## src/rtl/txg_pkg.sv

```systemverilog
package txg_pkg;

  localparam int BYTE_W = 8;

  typedef enum logic {
    RATIO_BY8 = 1'b0,
    RATIO_BY4 = 1'b1
  } ratio_e;

  // Spread one half of a byte's bits (upper: 7,5,3,1 / lower: 6,4,2,0)
  // into the top of a lane register, in shift-out order.
  function automatic logic [BYTE_W-1:0] half_spread(input logic [BYTE_W-1:0] b,
                                                   input logic             upper);
    logic [BYTE_W-1:0] r;
    r = '0;
    for (int i = 0; i < BYTE_W/2; i++) begin
      r[BYTE_W-1-i] = upper ? b[BYTE_W-1-2*i] : b[BYTE_W-2-2*i];
    end
    return r;
  endfunction

endpackage

```

## src/rtl/txg_enable_gen.sv

```systemverilog
module txg_enable_gen
  import txg_pkg::*;
(
  input  logic clk,
  input  logic rst_n,
  input  logic div4,
  input  logic ext_sel,
  input  logic en_in,
  output logic ld,
  output logic err_evt
);

  localparam int CW = $clog2(BYTE_W);
  localparam logic [CW-1:0] LAST_BY8 = CW'(BYTE_W - 1);
  localparam logic [CW-1:0] LAST_BY4 = CW'(BYTE_W/2 - 1);

  ratio_e        ratio;
  logic [CW-1:0] last;
  logic [CW-1:0] cnt_q, cnt_d;
  logic [CW-1:0] run_q, run_d;
  logic          tc;
  logic          ext_ld;

  always_comb begin
    ratio  = ratio_e'(div4);
    last   = (ratio == RATIO_BY4) ? LAST_BY4 : LAST_BY8;
    tc     = (cnt_q >= last);
    ext_ld = ext_sel && en_in && (run_q >= last);
    ld     = ext_sel ? ext_ld : tc;

    if (!ext_sel || !en_in || ext_ld) begin
      run_d = '0;
    end else begin
      run_d = run_q + 1'b1;
    end

    err_evt = ext_sel && ((ext_ld && !tc) || (!en_in && (run_q != '0)));

    if (ld || tc) begin
      cnt_d = '0;
    end else begin
      cnt_d = cnt_q + 1'b1;
    end
  end

  always_ff @(posedge clk or negedge rst_n) begin
    if (!rst_n) begin
      cnt_q <= '0;
      run_q <= '0;
    end else begin
      cnt_q <= cnt_d;
      run_q <= run_d;
    end
  end

  // a low external enable can never produce a load
  p_ext_low_no_load_r8: assert property (@(posedge clk) disable iff (!rst_n)
    (ext_sel && !en_in) |-> !ld);

  // every load restarts the word counter
  p_cnt_restart_r10: assert property (@(posedge clk) disable iff (!rst_n)
    ld |=> (cnt_q == '0));

endmodule

```

## src/rtl/txg_lane_bank.sv

```systemverilog
module txg_lane_bank
  import txg_pkg::*;
#(
  parameter int LANES = 4
) (
  input  logic                        clk,
  input  logic                        rst_n,
  input  logic                        div4,
  input  logic                        ld,
  input  logic [LANES*BYTE_W-1:0]     wide_bytes,
  input  logic [(LANES/2)*BYTE_W-1:0] narrow_bytes,
  output logic [LANES-1:0]            lane_bits
);

  for (genvar i = 0; i < LANES; i++) begin : g_lane
    localparam int NB  = i / 2;
    localparam int HI4 = NB*BYTE_W + BYTE_W - 1 - (((i % 2) == 1) ? 0 : 1);
    localparam int HI8 = i*BYTE_W + BYTE_W - 1;

    logic [BYTE_W-1:0] sr_q, sr_d, fill;

    always_comb begin
      if (div4) begin
        fill = half_spread(narrow_bytes[NB*BYTE_W +: BYTE_W], 1'((i % 2) == 1));
      end else begin
        fill = wide_bytes[i*BYTE_W +: BYTE_W];
      end
      sr_d = ld ? fill : {sr_q[BYTE_W-2:0], 1'b0};
    end

    always_ff @(posedge clk or negedge rst_n) begin
      if (!rst_n) begin
        sr_q <= '0;
      end else begin
        sr_q <= sr_d;
      end
    end

    assign lane_bits[i] = sr_q[BYTE_W-1];

    // after a 1:8 load the lane shows its byte's top bit
    p_msb_first_r2: assert property (@(posedge clk) disable iff (!rst_n)
      (ld && !div4) |=> (lane_bits[i] == $past(wide_bytes[HI8])));

    // after a 1:4 load the lane shows its half's top bit
    p_pair_split_r3: assert property (@(posedge clk) disable iff (!rst_n)
      (ld && div4) |=> (lane_bits[i] == $past(narrow_bytes[HI4])));
  end

endmodule

```

## src/rtl/tx_gearbox.sv

```systemverilog
module tx_gearbox
  import txg_pkg::*;
#(
  parameter int NCH = 4,
  parameter int LPC = 4
) (
  input  logic                       clk,
  input  logic                       rst_n,
  input  logic                       div4_mode,
  input  logic                       quad_mode,
  input  logic                       ext_en_sel,
  input  logic [NCH-1:0]             ext_load_en,
  input  logic [NCH*LPC*BYTE_W-1:0]  tx_word,
  output logic [NCH*LPC-1:0]         tx_lanes,
  output logic [NCH-1:0]             ch_strobe,
  output logic                       align_err
);

  localparam int OUT_W     = NCH * LPC;
  localparam int CH_WIDE   = LPC * BYTE_W;
  localparam int CH_NARROW = (LPC / 2) * BYTE_W;

  logic [NCH-1:0] ld_own;
  logic [NCH-1:0] ld_eff;
  logic [NCH-1:0] err_evt;
  logic [NCH-1:0] strobe_q, strobe_d;
  logic           err_q, err_d;

  for (genvar c = 0; c < NCH; c++) begin : g_ch
    logic en_c;

    assign en_c = quad_mode ? ext_load_en[c] : ext_load_en[0];

    txg_enable_gen u_en (
      .clk     (clk),
      .rst_n   (rst_n),
      .div4    (div4_mode),
      .ext_sel (ext_en_sel),
      .en_in   (en_c),
      .ld      (ld_own[c]),
      .err_evt (err_evt[c])
    );

    assign ld_eff[c] = quad_mode ? ld_own[c] : ld_own[0];

    txg_lane_bank #(.LANES(LPC)) u_lanes (
      .clk          (clk),
      .rst_n        (rst_n),
      .div4         (div4_mode),
      .ld           (ld_eff[c]),
      .wide_bytes   (tx_word[c*CH_WIDE +: CH_WIDE]),
      .narrow_bytes (tx_word[c*CH_NARROW +: CH_NARROW]),
      .lane_bits    (tx_lanes[c*LPC +: LPC])
    );
  end

  always_comb begin
    strobe_d = ld_eff;
    err_d    = err_q | (|err_evt);
  end

  always_ff @(posedge clk or negedge rst_n) begin
    if (!rst_n) begin
      strobe_q <= '0;
      err_q    <= 1'b0;
    end else begin
      strobe_q <= strobe_d;
      err_q    <= err_d;
    end
  end

  assign ch_strobe = strobe_q;
  assign align_err = err_q;

  // the error flag never clears outside reset
  p_err_sticky_r9: assert property (@(posedge clk) disable iff (!rst_n)
    align_err |=> align_err);

  // in bus mode every channel strobes together
  p_bus_lockstep_r6: assert property (@(posedge clk) disable iff (!rst_n)
    (!quad_mode && $past(!quad_mode)) |-> ((&ch_strobe) || !(|ch_strobe)));

  initial begin
    a_width_r2: assert (OUT_W == NCH * LPC && (LPC % 2) == 0);
  end

endmodule

```

## config.mk

```make
export PLATFORM = sky130hd
export DESIGN_NAME = tx_gearbox
export DESIGN_NICKNAME = d
export VERILOG_FILES = /design/src/rtl/txg_pkg.sv /design/src/rtl/txg_enable_gen.sv /design/src/rtl/txg_lane_bank.sv /design/src/rtl/tx_gearbox.sv
export SDC_FILE = /design/constraint.sdc
export NUM_CORES = 1
export LEC_CHECK = 0
export CORE_ASPECT_RATIO = 1.25
export CORE_UTILIZATION = 29
export CTS_CLUSTER_SIZE = 20
export DETAILED_ROUTE_END_ITERATION = 6
export DONT_BUFFER_PORTS = 1
export PLACE_DENSITY = 0.53
export SYNTH_ARGS = -nofsm -noshare
export SYNTH_HDL_FRONTEND = slang
export SYNTH_SLANG_ARGS = --single-unit
```

## constraint.sdc

```tcl
create_clock -name clk -period 2.8 [get_ports clk]
set_input_delay 0.14 -clock clk [delete_from_list [all_inputs] [get_ports clk]]
set_output_delay 0.14 -clock clk [all_outputs]
set_load 0.02 [all_outputs]
```

Word-level counts from Yosys, hierarchy flattened
Cells that the tools add are included.

Bits in registers: 157. Output and inout bits: 21.

Add/sub/neg operators: 8. Order comparisons: 8. Multiplexer cells: 51. Bitwise operators: 1. Reductions and logical operators: 50.

Operator list (number): 2-to-1 mux 8 bit (32); 2-to-1 mux 3 bit (9); adder 3 x 1 -> 3 bit (second input constant) (8); >= comparator 3 bit (8); logical AND 1 bit (20); logical OR 1 bit (16); nonzero test 3 bit (4); 2-to-1 mux 1 bit (10); zero test 1 bit (9); OR reduction 4 bit (1); OR 1 bit (1).

Longest topological paths before layout
Gate-level depths: netlist of run 1.

Word-level depth: 8. Gate-level depth with buffers: 9. Gate-level depth less buffers: 7.

Modules after synthesis
A second synthesis of run 1 with hierarchy kept.

Cells, all modules: 610. Area, all modules: 7156.9 um^2.

Modules (own cells, without submodules): txg_lane_bank (times used 4, cells an instance 111, area each 1352.5 um^2, sequential area each 800.8 um^2); txg_enable_gen (times used 4, cells an instance 36, area each 387.9 um^2, sequential area each 150.1 um^2); tx_gearbox (times used 1, cells an instance 22, area each 195.2 um^2, sequential area each 125.1 um^2).

Worst setup path before layout of run 1
No wires, ideal clock.

Path type: register to register. Start point: register g_ch[0].u_en.run_q[0]. End point: register g_ch[3].u_lanes.g_lane[2].sr_q[1]. Arrival: 1965 ps. Path slack: 710 ps. Stages on the path, launching flop included: 10. Path buffers: 2. Clock period less this slack: 2090 ps. Cell sequence: dfrtp_1 > ha_1 > a21o_1 > a41oi_2 > o21a_4 > inv_4 > o21ai_4 > buf_6 > buf_12 > mux2_4.

Longest elaborated chain between the ends: 5.

RTL lines: from (decl) (RTL line txg_enable_gen.sv:20) `logic [CW-1:0] run_q, run_d;`; from (signal assigned) (RTL line txg_enable_gen.sv:52) `run_q <= run_d;`; >= comparator 3 bit (RTL line txg_enable_gen.sv:28) `ext_ld = ext_sel && en_in && (run_q >= last);`; logical AND 1 bit (RTL line txg_enable_gen.sv:28); 2-to-1 mux 1 bit (RTL line txg_enable_gen.sv:29) `ld = ext_sel ? ext_ld : tc;`; 2-to-1 mux 1 bit (RTL line tx_gearbox.sv:44) `assign ld_eff[c] = quad_mode ? ld_own[c] : ld_own[0];`; 2-to-1 mux 8 bit (RTL line txg_lane_bank.sv:28) `sr_d = ld ? fill : {sr_q[BYTE_W-2:0], 1'b0};`; via g_ch[3].u_lanes.g_lane[2].sr_d[1] (RTL line txg_lane_bank.sv:20) `logic [BYTE_W-1:0] sr_q, sr_d, fill;`; to (signal assigned) (RTL line txg_lane_bank.sv:35) `sr_q <= sr_d;`; to (decl) (RTL line txg_lane_bank.sv:20).

The timed path passes the listed nets, and every way through them passes these cells.

Worst setup path after layout of run 1
Start point: register g_ch[0].u_en.run_q[0]. End point: register g_ch[3].u_lanes.g_lane[0].sr_q[1].

Longest elaborated chain between the ends: 5.

RTL lines (RTL line): >= comparator 3 bit (txg_enable_gen.sv:28); logical AND 1 bit (txg_enable_gen.sv:28); 2-to-1 mux 1 bit (txg_enable_gen.sv:29); 2-to-1 mux 1 bit (tx_gearbox.sv:44); 2-to-1 mux 8 bit (txg_lane_bank.sv:28); via g_ch[3].u_lanes.g_lane[0].sr_d[1] (txg_lane_bank.sv:20); to (signal assigned) (txg_lane_bank.sv:35); to (decl) (txg_lane_bank.sv:20).

The timed path passes the listed nets, and every way through them passes these cells.

==> results of run 1 <==
==> worst max-delay path: stages, from the launching register on <==
cell and delay, ns:
dfrtp_1 0.42, ha_1 0.25, a21o_1 0.19, a41oi_2 0.28, o21a_4 0.21, inv_4 0.10
o21ai_4 0.16, buf_12 0.22, mux2_2 0.37
==> sequential cells by signal, summed over array words and instances (netlist names) <==
register,count
g_ch.u_lanes.g_lane.sr_q,128
g_ch.u_en.cnt_q,12
g_ch.u_en.run_q,12
ch_strobe,4
align_err,1
==> metal layers <==
layer / wire [um] / part of all wire (%) / global-route usage [%]
met1: 7780 / 44 / 17.2
met2: 9030 / 51 / 24.5
met3: 785 / 4.4 / 3.82
met4: 217 / 1.2 / 4.33
met5: 0 / 0 / 0
==> where the power goes <==
part / total, mW / switching [mW] / internal [mW]
Combinational: 1.54 / 0.665 / 0.872
Clock: 2.39 / 0.952 / 1.43
Sequential: 3.21 / 0.361 / 2.85
Total: 7.13 / 1.98 / 5.15
==> final cells by class <==
class / instances / area [sq um] / share of cell area, %
multi-input combinational: 379 / 3170 / 32.9
timing repair buffer: 139 / 1420 / 14.7
tap: 335 / 419 / 4.35
sequential: 157 / 3930 / 40.7
inverter: 28 / 108 / 1.12
clock buffer: 19 / 443 / 4.59
clock inverter: 12 / 160 / 1.66
==> through the flow <==
stage	hold WS [ns]	cell area, sq um	worst slack, ns	cells
final	-0.581	9650	0.455	1069
after global routing	-0.616	9650	0.301	1069
after CTS	-0.615	9650	0.443	1069
after detailed placement	-0.150	7700	0.482	904
after global placement	-0.148	7700	0.558	904
after floorplan	-0.156	7520	0.710	610
==> worst min-delay path by stage <==
stage / end / slack [ns] / startpoint
finish: g_ch[1].u_lanes.g_lane[3].sr_q[6] / -0.58 / rst_n
global route: g_ch[0].u_lanes.g_lane[3].sr_q[6] / -0.62 / rst_n
CTS: g_ch[3].u_lanes.g_lane[0].sr_q[7] / -0.62 / rst_n
detailed placement: g_ch[1].u_lanes.g_lane[2].sr_q[7] / -0.15 / rst_n
global placement: g_ch[1].u_lanes.g_lane[2].sr_q[6] / -0.15 / rst_n
floorplan: align_err / -0.16 / rst_n
==> cells by family (layout without fill, tap and decap cells) <==
kind of cell / Yosys count / count (layout) / share of synthesized area [%]
AOI/OAI and AO/OA: 53 / 53 / 4.74
muxes: 151 / 151 / 23.7
buffers and inverters: 74 / 198 / 5.62
DFF: 157 / 157 / 52.2
and+or+nand+nor: 147 / 147 / 9.47
xor gates and xnor gates: 8 / 8 / 0.932
adders and majority gates: 20 / 20 / 3.33
==> cell usage in the layout, fill, tap and decap left out, drive strengths merged, types with 2 or more instances in the layout <==
cell	synthesis	routed
dfrtp	157	157
dlygate4sd3	0	134
mux2	133	133
nand2	46	46
nor2b	38	38
inv	28	32
nor2	31	31
o21ai	22	22
ha	20	20
clkbuf	9	19
mux2i	18	18
nand3	14	14
a21oi	10	10
a21o	10	10
and2	8	8
xnor2	8	8
and3	6	6
buf	37	5
clkinv	0	4
bufinv	0	3
o221a	2	2
a211oi	2	2
nand3b	2	2
nand2b	2	2
==> impl_metrics.py, run 1 <==
metrics = {
    "outcome": {
        "status": "complete, but fails checks",
        "violations": "hold timing",
    },
    "grt": {
        "antenna_found_initial": 0,
        "grt_pass1_vias": 5276,
        "grt-ovfl-total": 0,
        "grt_use_total_pct": 14.2,
        "grt_start_max_net_pins": 158,
        "grt_pass1_wl_um": 28600,
    },
    "clock_tree": {
        "cts_buffer_depth": 2,
        "cts_tree": "done",
        "cts.htree.levels": 4,
        "clkTransAtPathRegs_ns": 0.07,
        "post-cts-setup-buffer-count": 0,
        "cts_hold_buffers": 134,
        "clk_latency_ns": 0.42,
        "cts_root_buf": "clkbuf_16",
        "post_cts_resized": 0,
        "cts_sinks": 157,
        "numCtsBuffers": 17,
    },
    "worst_setup_path": {
        "critPathMaxFanout": 29,
        "cp-startpoint": "g_ch[0].u_en.run_q[0]",
        "crit_required_ns": 3.09,
        "regToRegEndpoint": "g_ch[3].u_lanes.g_lane[0].sr_q[1]",
        "rr_worst_depth": 8,
        "reg2reg_slack_ns": 0.45,
        "crit_end": "g_ch[3].u_lanes.g_lane[0].sr_q[1]",
        "reg2reg_from": "g_ch[0].u_en.run_q[0]",
        "setup.worst_path.start_class": "flop",
        "crit_path_end_kind": "flop",
        "critPathKind": "reg2reg",
        "arrival_ns": 2.64,
    },
    "floorplan": {
        "die_h_um": 182,
        "start_util_pct": 29.6,
        "chipWidth_um": 146,
        "num_io_pins": 158,
        "die_area_sq_mm": 0.0266,
        "rows": 65,
        "core_sq_mm": 0.0254,
    },
    "cells_and_area": {
        "areaGrowthSynthToFinish_pct": 28.3,
        "drive_above_1_share_pct": 24.0,
        "fin_util_pct": 38.0,
        "n_antenna_cell": 0,
        "nets": 879,
        "fill_cells": 2488,
    },
    "yosys": {
        "yosys_warnings": 0,
        "synth_edf_count": 0,
        "ys_seq_elements": 157,
        "synthCells": 610,
        "syn_avg_cell_area_sq_um": 12.3,
        "synth_top_area_share_pct": 52.2,
        "ys_seq_area_share_pct": 52.2,
        "async_reset_ff_share_pct": 100,
        "yosys.area.top_type": "dfrtp_1",
        "synth.most_common_cell": "dfrtp_1",
        "ys_types": 35,
        "syn_nets": 767,
        "synth_area_leaders": "dfrtp_1, mux2_2, mux2_4",
        "synthTopCellsByCount": "dfrtp_1, mux2_2, nand2_1, nor2b_1, nor2_1",
        "netlist_area_sq_mm": 0.00752,
        "synth_top_flop_cell": "dfrtp_1",
    },
    "route": {
        "drc_errors": 0,
        "firstDrtPassIters": 4,
        "routed_wl_um": 17800,
        "wl_per_cell_um": 16.7,
        "drtIter0Drc": 142,
        "vias": 4785,
        "viasPerCell": 4.48,
        "antenna_left": 0,
    },
    "pwr": {
        "ir_drop_mv": 0.416,
        "power-per-cell-area_mw_per_mm2": 739,
        "p_leak_nw": 4.54,
        "finalPower_mw": 7.13,
    },
    "sta": {
        "final-hold-violation-count": 157,
        "finalSetupViolations": 0,
        "rsz0062_at_grt": "no",
        "fin_crit_sh_pct": 83.8,
        "drv_slew": 0,
        "tightestPinTransition_ns": 1.13,
        "fin_skew_ns": 0.0139,
        "max_freq_mhz": 426,
        "max_slew_margin_pct": 24.4,
        "finalCriticalPeriod_ns": 2.35,
        "tns_ns": 0,
        "hold_ws_ns": -0.581,
    },
    "run": {
        "max_cap_viol_count": 0,
    },
    "place": {
        "dp_hpwl_um": 10900,
        "gp_congestion": 0.776,
        "io_buffers": 0,
    },
    "worst_hold_path": {
        "worstHoldPathType": "in2async",
    },
}
Note: power is estimated with default switching activity, not from simulation.
==> run 2: changes to the inputs <==
==> constraint.sdc (replaced) <==
create_clock -name clk -period 2.2 [get_ports clk]
set_input_delay 0.11 -clock clk [delete_from_list [all_inputs] [get_ports clk]]
set_output_delay 0.11 -clock clk [all_outputs]
set_load 0.02 [all_outputs]
==> impl_metrics.py, run 2 (synthesis gave the netlist of run 1 again) <==
metrics = {
    "outcome": {
        "status": "complete, but fails checks",
        "violations": "hold timing",
    },
    "floorplan": {
        "rows": 65,
        "num_io_pins": 158,
        "die_area_sq_mm": 0.0266,
        "chipWidth_um": 146,
        "core_sq_mm": 0.0254,
        "die_h_um": 182,
        "start_util_pct": 29.6,
    },
    "route": {
        "wl_per_cell_um": 16.7,
        "drtIter0Drc": 179,
        "vias": 5054,
        "firstDrtPassIters": 4,
        "viasPerCell": 4.48,
        "routed_wl_um": 18800,
        "drc_errors": 0,
        "antenna_left": 0,
    },
    "place": {
        "dp.cells": 918,
        "dp_hpwl_um": 11100,
        "io_buffers": 0,
        "placed_area_sq_mm": 0.00782,
        "gp_congestion": 0.761,
    },
    "pwr": {
        "ir_drop_mv": 0.516,
        "finalPower_mw": 9.62,
        "p_leak_nw": 4.85,
        "power-per-cell-area_mw_per_mm2": 931,
    },
    "grt": {
        "grt_pass1_vias": 5512,
        "antenna_found_initial": 0,
        "grt_use_total_pct": 14.5,
        "grt-ovfl-total": 0,
        "grt_start_max_net_pins": 158,
        "grt_pass1_wl_um": 29500,
    },
    "worst_setup_path": {
        "arrival_ns": 2.47,
        "crit_path_end_kind": "flop",
        "critPathKind": "reg2reg",
        "slowest_stage": "dfrtp_1",
        "crit_required_ns": 2.51,
        "path_cells": "ha_2, a21o_1, a41oi_4, o21a_4, inv_4, o21ai_4, buf_6, clkbuf_16, mux2_2",
        "setup.worst_path.start_class": "flop",
        "critPathMaxFanout": 6,
        "crit_path_max_incr_delay_ns": 0.39,
    },
    "sta": {
        "tightestPinTransition_ns": 0.579,
        "finalCriticalPeriod_ns": 2.16,
        "finalSetupViolations": 0,
        "fin_skew_ns": 0.0106,
        "max_slew_margin_pct": 61.3,
        "fin_crit_sh_pct": 98.4,
        "drv_slew": 0,
        "final-hold-violation-count": 157,
        "hold_ws_ns": -0.617,
        "max_freq_mhz": 462,
        "tns_ns": 0,
        "rsz0062_at_grt": "yes",
    },
    "clock_tree": {
        "numCtsBuffers": 17,
        "cts_sinks": 157,
        "cts_tree": "done",
        "clkTransAtPathRegs_ns": 0.07,
        "cts.htree.levels": 4,
        "cts_buffer_depth": 2,
        "cts_root_buf": "clkbuf_16",
        "clk_latency_ns": 0.43,
    },
    "cells_and_area": {
        "largest-register": "g_ch.u_lanes.g_lane.sr_q",
        "fin_util_pct": 40.7,
        "n_antenna_cell": 0,
        "final_cells": 1128,
        "drive_above_1_share_pct": 26.2,
        "areaGrowthSynthToFinish_pct": 37.4,
        "reg_top3": "g_ch.u_lanes.g_lane.sr_q (128), g_ch.u_en.cnt_q (12), g_ch.u_en.run_q (12)",
        "fill_cells": 2431,
        "final_cell_area_sq_mm": 0.0103,
        "largest_reg_flops": 128,
        "final_common_cell": "dlygate4sd3_1",
        "most-common-layout-cells": "dlygate4sd3_1, dfrtp_1, mux2_2, nand2_1, nor2b_1",
        "nets": 937,
    },
    "run": {
        "max_cap_viol_count": 0,
    },
    "worst_hold_path": {
        "worstHoldPathType": "in2async",
    },
}
[run 2: cell types whose count changed in the layout (fill, tap and decap cells not counted), sizes merged]
cell         previous run  this run
clkinv                  4         5
clkinvlp                1         2
dlygate4sd3           134       165
buf                     5        30
clkbuf                 19        21
inv                    32        29
bufinv                  3         5
[run 2: report_power, final]
part           switching [mW]  total [mW]  internal [mW]
Sequential              0.458        4.08           3.63
Combinational           0.936        2.28           1.35
Clock                    1.23        3.26           2.02
Total                    2.63        9.62           7.00
[run 2: what timing repair did]
action | 4_1_cts | 5_1_grt
hold endpoints to repair | 292 | 158
resized for setup | 0 | 11
hold buffers | 163 | 3
endpoints found under the setup margin | 0 | 58
setup buffers | 0 | 10
[run 2: layer usage]
metal,vias up,share of wire [%],GRT usage [%]
li1,2379,-,-
met1,2546,43,17.3
met2,113,51,25.5
met3,16,4.3,3.77
met4,0,1.3,4.67
met5,-,0,0
[run 2: path summary, 6_finish.rpt]
check / end / cells after the start / from / slack, ns
max: g_ch[3].u_lanes.g_lane[0].sr_q[4] / 9 / g_ch[0].u_en.run_q[1] / 0.04
min: g_ch[1].u_lanes.g_lane[3].sr_q[6] / 0 / rst_n / -0.62
max reg2reg: g_ch[3].u_lanes.g_lane[0].sr_q[4] / 9 / g_ch[0].u_en.run_q[1] / 0.04
min reg2reg: g_ch[0].u_lanes.g_lane[2].sr_q[1] / 2 / g_ch[0].u_lanes.g_lane[2].sr_q[0] / 0.44
max in group asynchronous: g_ch[1].u_lanes.g_lane[2].sr_q[6] / 0 / rst_n / 2.36
min in group clk: g_ch[2].u_lanes.g_lane[1].sr_q[7] / 2 / tx_word[79] / 0.01
[run 2: final cells by class]
| type | instances | area [sq um] | area share [%] |
|---|---|---|---|
| Multi-Input combinational cell | 379 | 3210 | 31.0 |
| Timing Repair Buffer | 197 | 2030 | 19.6 |
| Inverter | 28 | 108 | 1.04 |
| Sequential cell | 157 | 3930 | 38.0 |
| Tap cell | 335 | 419 | 4.06 |
| Clock inverter | 13 | 214 | 2.07 |
| Clock buffer | 19 | 433 | 4.19 |
[run 2: critical path: cells and delay by family (launching register included)]
family,cells,cell delay [ns]
compound gates,4,0.79
buf+inv,3,0.34
flops,1,0.39
fa+ha+maj,1,0.20
mux,1,0.33
[run 2: stage by stage]
step,hold WS (ns),setup slack [ns]
after CTS,-0.649,0.0283
after floorplan,-0.186,0.110
final,-0.617,0.0354
after detailed placement,-0.180,0.0493
after global placement,-0.181,0.0937
after global routing,-0.653,-0.0347
==> run 3: changes to the inputs <==
--- a/config.mk
+++ b/config.mk
@@ -6,11 +6,11 @@
 export NUM_CORES = 1
 export LEC_CHECK = 0
 export CORE_ASPECT_RATIO = 1.25
-export CORE_UTILIZATION = 29
+export CORE_UTILIZATION = 60
 export CTS_CLUSTER_SIZE = 20
 export DETAILED_ROUTE_END_ITERATION = 6
 export DONT_BUFFER_PORTS = 1
-export PLACE_DENSITY = 0.53
+export PLACE_DENSITY = 0.86
 export SYNTH_ARGS = -nofsm -noshare
 export SYNTH_HDL_FRONTEND = slang
 export SYNTH_SLANG_ARGS = --single-unit
==> impl_metrics.py, run 3 (synthesis gave the netlist of run 1 again) <==
metrics = {
    "place": {
        "pre_cts_ws_ns": -0.0235,
        "dp_hpwl_um": 9450,
        "io_buffers": 0,
        "gp_congestion": 0.761,
        "dp.cells": 739,
        "placed_area_sq_mm": 0.00753,
    },
    "pwr": {
        "p_leak_nw": 4.70,
        "ir_drop_mv": 0.687,
        "finalPower_mw": 9.42,
        "power-per-cell-area_mw_per_mm2": 961,
    },
    "cells_and_area": {
        "most-common-layout-cells": "dfrtp_1, dlygate4sd3_1, mux2_2, nand2_1, nor2b_1",
        "largest_reg_flops": 128,
        "drive_above_1_share_pct": 25.5,
        "multiInputGateArea_sq_mm": 0.00320,
        "largest-register": "g_ch.u_lanes.g_lane.sr_q",
        "reg_top3": "g_ch.u_lanes.g_lane.sr_q (128), g_ch.u_en.cnt_q (12), g_ch.u_en.run_q (12)",
        "fill_cells": 653,
        "areaGrowthSynthToFinish_pct": 30.4,
        "final_cell_area_sq_mm": 0.00980,
        "final_cells": 934,
        "final_common_cell": "dfrtp_1",
        "nets": 908,
        "final-seq-area_sq_mm": 0.00393,
    },
    "clock_tree": {
        "cts_buffer_depth": 2,
        "clkTransAtPathRegs_ns": 0.07,
        "cts_tree": "done",
        "clk_latency_ns": 0.42,
        "cts_root_buf": "clkbuf_16",
        "cts_sinks": 157,
        "cts.htree.levels": 4,
        "numCtsBuffers": 17,
    },
    "route": {
        "vias": 5285,
        "drc_errors": 0,
        "viasPerCell": 5.66,
        "wl_per_cell_um": 22.0,
        "firstDrtPassIters": 4,
        "drtIter0Drc": 244,
        "routed_wl_um": 20600,
        "antenna_left": 0,
    },
    "grt": {
        "antenna_found_initial": 6,
        "grt_use_total_pct": 33.3,
        "grt_start_max_net_pins": 158,
        "met2_usage_pct": 60.2,
        "grtUsageMet3_pct": 8.53,
        "grt-ovfl-total": 0,
        "grt_pass1_vias": 6040,
        "grt_pass1_wl_um": 31300,
        "top_usage_layer": "met2",
        "use_met1_pct": 33.2,
    },
    "sta": {
        "finalSetupViolations": 0,
        "rsz0062_at_grt": "yes",
        "max_slew_margin_pct": 59.1,
        "fin_ws_ns": 0.0621,
        "hold_ws_ns": -0.618,
        "tns_ns": 0,
        "tightestPinTransition_ns": 0.609,
        "finalCriticalPeriod_ns": 2.14,
        "final-hold-violation-count": 157,
        "drv_slew": 0,
        "fin_crit_sh_pct": 97.2,
        "fin_skew_ns": 0.0141,
        "max_freq_mhz": 468,
    },
    "floorplan": {
        "start_util_pct": 61.8,
        "die_h_um": 127,
        "num_io_pins": 158,
        "die_area_sq_mm": 0.0130,
        "chipWidth_um": 102,
        "core_sq_mm": 0.0122,
        "rows": 45,
    },
    "run": {
        "max_cap_viol_count": 0,
    },
    "worst_setup_path": {
        "critPathKind": "reg2reg",
        "cp-startpoint": "g_ch[0].u_en.run_q[0]",
        "critPathMaxFanout": 15,
        "setup.worst_path.start_class": "flop",
        "reg2reg_slack_ns": 0.06,
        "crit_required_ns": 2.50,
        "reg2reg_from": "g_ch[0].u_en.run_q[0]",
        "arrival_ns": 2.44,
        "crit_path_end_kind": "flop",
    },
    "outcome": {
        "status": "complete, but fails checks",
        "violations": "hold timing",
    },
    "worst_hold_path": {
        "worstHoldPathType": "in2async",
    },
}
[run 3: worst paths after layout]
path / endpoint / depth (start not counted)
min in group clk: g_ch[2].u_lanes.g_lane[1].sr_q[2] / 2
max in group asynchronous: g_ch[2].u_lanes.g_lane[1].sr_q[1] / 0
hold / removal: g_ch[0].u_lanes.g_lane[1].sr_q[7] / 0
setup / recovery: g_ch[3].u_lanes.g_lane[0].sr_q[5] / 8
hold reg to reg: g_ch[0].u_lanes.g_lane[3].sr_q[2] / 2
setup reg to reg: g_ch[3].u_lanes.g_lane[0].sr_q[5] / 8
[run 3: per-layer routing]
| metal | vias to the layer above | part of all wire, % |
|---|---|---|
| met5 | - | 0 |
| met4 | 0 | 5.3 |
| met3 | 85 | 5.5 |
| met2 | 231 | 55 |
| met1 | 2631 | 34 |
| li1 | 2338 | - |
[run 3: worst max-delay path: stages, from the launching register on]
cell     delay (ns)
dfrtp_1        0.42
ha_2           0.21
a21o_1         0.18
a41oi_2        0.21
o21a_4         0.20
inv_4          0.05
o21ai_4        0.21
buf_12         0.19
mux2_2         0.35
[run 3: cell type report]
| type | instances | area share [%] |
|---|---|---|
| antenna | 6 | 0.153 |
| clock buffer | 22 | 4.73 |
| clock inverter | 10 | 1.40 |
| inverter | 28 | 1.10 |
| multi-input combinational | 379 | 32.7 |
| sequential | 157 | 40.1 |
| tap | 164 | 2.09 |
| timing repair buffer | 168 | 17.8 |
[run 3: power breakdown]
| group | internal (mW) | switching, mW | leakage, nW |
|---|---|---|---|
| logic | 1.24 | 1.03 | 2.37 |
| registers | 3.63 | 0.513 | 2.04 |
| clock network | 1.85 | 1.16 | 0.291 |
| total | 6.72 | 2.71 | 4.70 |
[run 3: timing repair]
| action | in CTS | in global routing |
|---|---|---|
| setup buffers | 2 | 2 |
| pin swaps | 1 | 1 |
| cloned | 1 | 2 |
| endpoints found under the hold margin | 297 | 158 |
| gates resized for setup | 1 | 8 |
| hold buffers | 149 | 1 |
| endpoints found under the setup margin | 58 | 65 |
[run 3: through the flow]
step | hold slack (ns) | utilization, %
2_1_floorplan | -0.186 | -
3_3_place_gp | -0.182 | 61.9
3_5_place_dp | -0.182 | 61.9
4_1_cts | -0.628 | 79.8
5_1_grt | -0.640 | 80.6
6_report | -0.618 | 80.6
